$ cat config.mk
export PLATFORM = sky130hd
export DESIGN_NAME = be_lsu_align
export DESIGN_NICKNAME = d
export VERILOG_FILES = /design/src/rtl/be_lsu_pkg.sv /design/src/rtl/be_agen.sv /design/src/rtl/be_store_steer.sv /design/src/rtl/be_load_extract.sv /design/src/rtl/be_lsu_align.sv
export SDC_FILE = /design/constraint.sdc
export NUM_CORES = 1
export LEC_CHECK = 0
export BUFFER_PORTS_ARGS = -buffer_cell sky130_fd_sc_hd__buf_2
export CAP_MARGIN = 5
export CORE_UTILIZATION = 30
export CTS_BUF_LIST = sky130_fd_sc_hd__clkbuf_4 sky130_fd_sc_hd__clkbuf_8
export CTS_CLUSTER_SIZE = 14
export DETAILED_ROUTE_END_ITERATION = 10
export GPL_TIMING_DRIVEN = 0
export SKIP_LAST_GASP = 1
export SLEW_MARGIN = 20
export SYNTH_ARGS = -nofsm -noshare
export SYNTH_HDL_FRONTEND = slang
export SYNTH_HIERARCHICAL = 1
export SYNTH_SLANG_ARGS = --single-unit
$ cat constraint.sdc
create_clock -name clk -period 2.23 [get_ports clk]
set_input_delay 0 -clock clk [delete_from_list [all_inputs] [get_ports clk]]
set_output_delay 0 -clock clk [all_outputs]
set_load 0.02 [all_outputs]
$ cat src/rtl/be_lsu_pkg.sv
package be_lsu_pkg;

    localparam int unsigned XLEN   = 32;
    localparam int unsigned IMM_W  = 16;
    localparam int unsigned BYTE_W = 8;
    localparam int unsigned LANES  = XLEN / BYTE_W;
    localparam int unsigned OFS_W  = $clog2(LANES);

    // Access size as carried on the request
    typedef enum logic [1:0] {
        SZ_BYTE = 2'b00,
        SZ_HALF = 2'b01,
        SZ_WORD = 2'b10,
        SZ_RSVD = 2'b11
    } acc_size_e;

    // Context kept from the request cycle to the response cycle
    typedef struct packed {
        logic                 load;
        acc_size_e            size;
        logic                 sext;
        logic [OFS_W-1:0]     boff;
    } ld_ctx_t;

    // Widen a narrow field to the full datapath, sign or zero fill
    function automatic logic [XLEN-1:0] widen(input logic [XLEN-1:0] v,
                                              input int unsigned     bits,
                                              input logic            sext);
        logic [XLEN-1:0] r;
        logic            fill;
        fill = sext & v[bits-1];
        for (int i = 0; i < XLEN; i++) begin
            r[i] = (i < int'(bits)) ? v[i] : fill;
        end
        return r;
    endfunction

endpackage

$ cat src/rtl/be_agen.sv
module be_agen
    import be_lsu_pkg::*;
#(
    parameter int unsigned AW = XLEN,
    parameter int unsigned IW = IMM_W,
    parameter int unsigned OW = OFS_W
) (
    input  logic [AW-1:0] base,
    input  logic [IW-1:0] imm,
    input  acc_size_e     size,
    output logic [AW-1:0] ea,
    output logic [OW-1:0] boff,
    output logic          legal
);

    localparam int unsigned EXT_W = AW - IW;

    logic [AW-1:0] imm_x;

    assign imm_x = {{EXT_W{imm[IW-1]}}, imm};
    assign ea    = base + imm_x;
    assign boff  = ea[OW-1:0];

    // Natural alignment: an N-byte access needs log2(N) low zero bits
    always_comb begin
        unique case (size)
            SZ_BYTE: legal = 1'b1;
            SZ_HALF: legal = ~boff[0];
            SZ_WORD: legal = (boff == '0);
            default: legal = 1'b0;
        endcase
    end

endmodule

$ cat src/rtl/be_store_steer.sv
module be_store_steer
    import be_lsu_pkg::*;
#(
    parameter int unsigned LN = LANES,
    parameter int unsigned BW = BYTE_W,
    parameter int unsigned OW = OFS_W
) (
    input  acc_size_e         size,
    input  logic [OW-1:0]     boff,
    input  logic [LN*BW-1:0]  src,
    output logic [LN-1:0]     be,
    output logic [LN*BW-1:0]  lanes
);

    // Lane g holds byte-address offset LN-1-g (big-endian)
    for (genvar g = 0; g < LN; g++) begin : g_lane
        localparam int unsigned    K  = LN - 1 - g;
        localparam logic [OW-1:0]  KO = OW'(K);
        // Even offset inside a halfword carries its upper byte
        localparam int unsigned    HS = ((K % 2) == 0) ? BW : 0;

        assign be[g] = (size == SZ_BYTE) ? (boff == KO) :
                       (size == SZ_HALF) ? (boff[OW-1:1] == KO[OW-1:1]) :
                       (size == SZ_WORD);

        assign lanes[g*BW +: BW] = (size == SZ_BYTE) ? src[BW-1:0]   :
                                   (size == SZ_HALF) ? src[HS +: BW] :
                                                       src[g*BW +: BW];
    end

endmodule

$ cat src/rtl/be_load_extract.sv
module be_load_extract
    import be_lsu_pkg::*;
#(
    parameter int unsigned LN = LANES,
    parameter int unsigned BW = BYTE_W,
    parameter int unsigned OW = OFS_W
) (
    input  logic              clk,
    input  logic              rst,
    input  logic              take,
    input  ld_ctx_t           ctx,
    input  logic [LN*BW-1:0]  word,
    output logic [LN*BW-1:0]  result
);

    localparam int unsigned DW = LN * BW;

    logic [LN-1:0][BW-1:0] lane_v;
    logic [OW-1:0]         idx_hi;
    logic [OW-1:0]         idx_lo;
    logic [DW-1:0]         byte_raw;
    logic [DW-1:0]         half_raw;
    logic [DW-1:0]         fresh;
    logic [DW-1:0]         held;

    assign lane_v = word;
    assign idx_hi = OW'(LN - 1) - ctx.boff;
    assign idx_lo = idx_hi - OW'(1);

    assign byte_raw = DW'(lane_v[idx_hi]);
    assign half_raw = DW'({lane_v[idx_hi], lane_v[idx_lo]});

    always_comb begin
        unique case (ctx.size)
            SZ_BYTE: fresh = widen(byte_raw, BW, ctx.sext);
            SZ_HALF: fresh = widen(half_raw, 2 * BW, ctx.sext);
            default: fresh = word;
        endcase
    end

    always_ff @(posedge clk) begin
        if (rst) begin
            held <= '0;
        end else if (take) begin
            held <= fresh;
        end
    end

    assign result = take ? fresh : held;

    // result only moves in a response cycle
    p_hold_r10: assert property (@(posedge clk) disable iff (rst)
        !take |-> $stable(result))
        else $error("result changed without a response");

    // zero-extended byte loads leave upper bits clear
    p_zext_byte_r8: assert property (@(posedge clk) disable iff (rst)
        (take && ctx.size == SZ_BYTE && !ctx.sext) |-> (result[DW-1:BW] == '0))
        else $error("unsigned byte load has upper bits set");

endmodule

$ cat src/rtl/be_lsu_align.sv
module be_lsu_align
    import be_lsu_pkg::*;
#(
    parameter int unsigned DW = XLEN,
    parameter int unsigned IW = IMM_W
) (
    input  logic          clk,
    input  logic          rst,
    input  logic          req_valid,
    input  logic          req_write,
    input  logic [1:0]    req_size,
    input  logic          req_signed,
    input  logic [DW-1:0] req_base,
    input  logic [IW-1:0] req_offset,
    input  logic [DW-1:0] req_wdata,
    output logic          mem_en,
    output logic          mem_we,
    output logic [DW-1:0] mem_addr,
    output logic [DW/BYTE_W-1:0] mem_be,
    output logic [DW-1:0] mem_wdata,
    input  logic [DW-1:0] mem_rdata,
    output logic          rsp_valid,
    output logic [DW-1:0] rsp_data,
    output logic          misalign
);

    localparam int unsigned LN = DW / BYTE_W;
    localparam int unsigned OW = $clog2(LN);

    acc_size_e      sz;
    logic [DW-1:0]  ea;
    logic [OW-1:0]  boff;
    logic           legal;
    logic [LN-1:0]  st_be;
    logic [DW-1:0]  st_lanes;
    ld_ctx_t        ctx_q;
    logic           mis_q;

    assign sz = acc_size_e'(req_size);

    be_agen #(.AW(DW), .IW(IW), .OW(OW)) u_agen (
        .base  (req_base),
        .imm   (req_offset),
        .size  (sz),
        .ea    (ea),
        .boff  (boff),
        .legal (legal)
    );

    be_store_steer #(.LN(LN), .BW(BYTE_W), .OW(OW)) u_steer (
        .size  (sz),
        .boff  (boff),
        .src   (req_wdata),
        .be    (st_be),
        .lanes (st_lanes)
    );

    // Memory side, same cycle as the request
    assign mem_en    = req_valid & legal;
    assign mem_we    = mem_en & req_write;
    assign mem_addr  = {ea[DW-1:OW], {OW{1'b0}}};
    assign mem_be    = mem_we ? st_be : '0;
    assign mem_wdata = st_lanes;

    // Request context carried to the response cycle
    always_ff @(posedge clk) begin
        if (rst) begin
            ctx_q <= '0;
            mis_q <= 1'b0;
        end else begin
            ctx_q <= '{load: req_valid & ~req_write & legal,
                       size: sz,
                       sext: req_signed,
                       boff: boff};
            mis_q <= req_valid & ~legal;
        end
    end

    be_load_extract #(.LN(LN), .BW(BYTE_W), .OW(OW)) u_extract (
        .clk    (clk),
        .rst    (rst),
        .take   (ctx_q.load),
        .ctx    (ctx_q),
        .word   (mem_rdata),
        .result (rsp_data)
    );

    assign rsp_valid = ctx_q.load;
    assign misalign  = mis_q;

    // a flagged cycle follows a request that never reached memory
    p_reject_src_r4: assert property (@(posedge clk) disable iff (rst)
        misalign |-> ($past(req_valid) && !$past(mem_en)))
        else $error("misalign without a rejected request");

    // a rejected access never also answers
    p_reject_excl_r4: assert property (@(posedge clk) disable iff (rst)
        misalign |-> !rsp_valid)
        else $error("misalign and rsp_valid together");

    // every response comes from a memory read one cycle earlier
    p_rsp_src_r9: assert property (@(posedge clk) disable iff (rst)
        rsp_valid |-> $past(mem_en && !mem_we))
        else $error("response without a preceding read");

    // store masks cover one, two or four lanes
    p_mask_shape_r5: assert property (@(posedge clk) disable iff (rst)
        mem_we |-> ($countones(mem_be) == 1 || $countones(mem_be) == 2 ||
                    $countones(mem_be) == LN))
        else $error("store enable mask has bad shape");

endmodule

* Word-level counts from Yosys, hierarchy flattened
Cells that the tools add are included.
** Operators by class
- Mux-type cells :: 19
- Bitwise operators :: 10
- Order comparisons :: 2
- Eq/ne operators :: 6
- Reduce and logical (&&, ||, !) cells :: 3
- $add $sub $neg :: 3
** Operators by type and width (number)
- 32-bit case mux with 2 select lines :: 1
- 8-bit two-way mux :: 7
- 32-bit adder :: 1
- 8-bit binary-select mux with 2-bit select :: 2
- 32-bit two-way mux :: 1
- 1-bit AND :: 6
- 2-bit by 1-bit == test with 1-bit output, second input constant :: 3
- 2-bit == test, second input constant :: 3
- 2-bit logical NOT :: 3
- 2-bit by 3-bit < comparator with 1-bit output, second input constant :: 2
- 1-bit two-way mux :: 6
- 4-bit two-way mux :: 1
- 1-bit inverter :: 4
- 1-bit case mux with 3 select lines :: 1
- 2-bit by 1-bit subtractor with 2-bit output, second input constant :: 1
- 2-bit subtractor, first input constant :: 1
** Storage, ports and cells
- Input bits :: 119
- Word-level logic and storage cells :: 49
- Register bits :: 39
- Output and inout port bits :: 104

* Logic depth before layout (Yosys ltp)
- Word-level depth :: 6
- Gate-level depth with buffers :: 9

* Modules after synthesis
Netlist, hierarchy kept.
** Modules (own cells, without submodules)
- be_load_extract :: seq. area each 640.6 µm², area each 2143.3 µm², instances 1, cells each 241
- be_agen :: seq. area each 0.0 µm², area each 1776.7 µm², instances 1, cells each 237
- be_store_steer :: seq. area each 0.0 µm², area each 505.5 µm², instances 1, cells each 64
- be_lsu_align :: seq. area each 140.1 µm², area each 270.3 µm², instances 1, cells each 23

* Worst setup path after synthesis
OpenSTA, ideal clock, no wires.
- Path type :: in2out
- From :: input port req_base[10]
- To :: output port mem_addr[30]
- Arrival :: 2.130 ns
- Data required time :: 2.230 ns
- Path slack :: 0.100 ns
- Stages on the path :: 7
- Path through :: ha_1 nand2_1 o32ai_1 a21oi_1 o221ai_1 a31oi_1 o311ai_0
** On the way
- Longest elaborated chain between the ends :: 1
** Ends and longest elaborated chain
- start: declaration :: RTL line be_lsu_align.sv:13 : input logic [DW-1:0] req_base,
- 32-bit adder :: RTL line be_agen.sv:21 : assign ea = base + imm_x;
- end: declaration :: RTL line be_lsu_align.sv:18 : output logic [DW-1:0] mem_addr,
Every way passes these cells.

* Worst setup path after layout
- From :: input port req_base[7]
- To :: output port mem_addr[28]
Same word-level chain as after synthesis.

==> results by group <==
Cells and area
  • Layout cells sized above 1: 0.4709
  • Filler Cells Inserted: 1,574
  • Layout Nets: 957
  • Antenna Cells: 0
  • Layout area overhead: 40.31%

Worst setup path
  • Cells along the critical path: buf_2 -> ha_1 -> a21oi_1 -> o32ai_1 -> a21oi_2 -> a21oi_1 -> a21oi_1 -> o21ai_0 -> xor2_1 -> buf_2
  • Worst path max stage delay: 0.42 ns
  • WP buf/inv: 2
  • Worst Setup Path Type: in2out
  • Crit-path max FO: 6
  • Critical path's top delay family: compound AO/OA/AOI/OAI gates
  • CP Launch Type: input port
  • Crit. End Element: output pin
  • Most used cell, CP: a21oi_1
  • Worst Path Required: roughly 2.2 ns
  • CP arrival: around 2.2 ns
  • R2R Setup Slk: 0.40 ns
  • CP max-delay cell: ha_1

Place
  • PortBufs: 220
  • RD Place Congestion: approximately 0.91
  • Worst slack, placed: -0.3382 ns
  • DPL Wire Length: around 13,000 um

Global route
  • Number of global-route vias before repair: roughly 4,900
  • Global-route usage over all layers: 0.1903
  • Largest net degree at the start of global routing: 18
  • Grt total ovfl: 0
  • Antenna violations before repair: 0
  • Global-route wire length before repair: 24,710 um

Yosys
  • Post-Synthesis Cells: 563
  • Yosys synthesis warning count: 6
  • Avg Cell Area, Syn: about 8.3 sq um
  • Post-synthesis cell area: between 4000 and 5000 sq um

Clock tree
  • Clock transition at path regs: approximately 0.080 ns
  • Sink Count: 39
  • Clock Path Buffers: 2
  • Root buf cell: clkbuf_8
  • Skew-Pair Late Insertion Delay: ~0.3 ns
  • Clock buffers created by TritonCTS: 5
  • CTS tree: done
  • CTS H-tree depth: 2

STA
  • Final period utilization: 0.9833
  • Worst Clk Skew: about 0.0081 ns
  • Minimum clock period after layout: approximately 2.2 ns
  • Worst-Margin Slew: 0.6053 ns
  • Min Hold Slack: roughly 0.014 ns
  • Fin worst setup slack: approximately 0.037 ns
  • Fmax: 0.4561 GHz
  • Final Max Slew Viols: 0
  • Relative slew slack: 0.5965
  • Setup-failing EPs final: 0
  • Final Hold Viols: 0
  • Unrepaired setup endpoints after global routing: true

Power
  • VDD IR max: 0.0001955 V
  • Leakage power: between 3 and 4 nW
  • Power density cells: around 460 nW/um^2

Detailed routing
  • Initial drt markers: 442
  • DRC Markers: 0
  • Routed len/inst: 16.68 um
  • Detailed Routing Iterations Pass 1: 7
  • Total number of vias: between 5,000 and 6,000
  • Routed WL: between 15,000 and 20,000 um
  • ANT nets after route: 0
  • DR vias/cell: approximately 5.5

Floorplanning
  • Die area: approximately 16,000 sq um
  • CORE AREA: about 15,000 sq um
  • # IOs: 223
  • Die height: 126.9 um
  • Initial core utilization: 0.3079
  • Die X: 126.9 um
  • Row cnt: between 40 and 50

Outcome
  • Status: complete, no violations

Min path
  • HP Class: in2reg

Flow run
  • Max_cap viols: 0
## registers in the layout, summed over array words and instances, names as in the netlist
signal          cells
misalign            1
u_extract/held     32
ctx_q               5
rsp_valid           1
## power breakdown
part           internal (mW)  leakage, nW  total [mW]  switching [mW]
combinational          0.747         2.73        1.75            1.01
sequential             0.720        0.317       0.731          0.0108
clock                  0.253       0.0474       0.525           0.272
total                   1.72         3.10        3.01            1.29
## cell type report
type                            instances  area [sq um]  share of cell area
Buffer                                 41         262.8             0.04001
Clock buffer                            6         82.58             0.01257
Clock inverter                          2         16.27            0.002477
Inverter                                7         26.28            0.004001
Multi-Input combinational cell        472          3879              0.5906
Sequential cell                        39         780.7              0.1189
Tap cell                              188         235.2             0.03582
Timing Repair Buffer                  240          1285              0.1957
## metal layers
| layer | routed length [um] | vias up | GRT usage |
|---|---|---|---|
| li1 | - | 2635 | - |
| met1 | 7204 | 2539 | 0.2467 |
| met2 | 8055 | 247 | 0.3303 |
| met3 | 1146 | 12 | 0.02826 |
| met4 | 186 | 0 | 0.04552 |
| met5 | 0 | - | 0 |
## timing repair
| action | 4_1_cts | 5_1_grt |
|---|---|---|
| setup buffers | 3 | 15 |
| endpoints found under the setup margin | 14 | 25 |
| resized for setup | 26 | 36 |
| pin swaps | 7 | 22 |
| hold buffers | 2 | 0 |
| hold endpoints to repair | 2 | 0 |
## cell usage in the layout (no fill, tap or decap), drive strengths merged, types with 10 or more instances in the layout
cell type,n
a211oi,16
a21o,22
a21oi,52
a22oi,14
a31oi,17
and2,10
buf,263
clkbuf,22
dfxtp,39
ha,31
mux2,32
mux2i,12
nand2,59
nand3,14
nor2,29
o21ai,23
xnor2,16
xor2,12
## final timing paths
kind	depth (start not counted)	from	endpoint
setup / recovery	10	req_base[7]	mem_addr[28]
hold / removal	2	req_valid	misalign
setup reg to reg	4	ctx_q[1]	u_extract/held[1]
hold reg to reg	2	u_extract/held[30]	u_extract/held[30]
## stage by stage
stage	cells	util	setup TNS [ns]	power [mW]	instance area [sq um]
2_1_floorplan	564	-	0	1.798	4684
3_3_place_gp	972	0.3960	-1.351	2.314	6021
3_5_place_dp	972	0.3960	-1.380	2.311	6021
4_1_cts	983	0.4130	0	2.904	6279
5_1_grt	995	0.4320	-0.4065	3.183	6568
6_report	995	0.4320	0	3.008	6568
(Power assumes the default switching activity.)
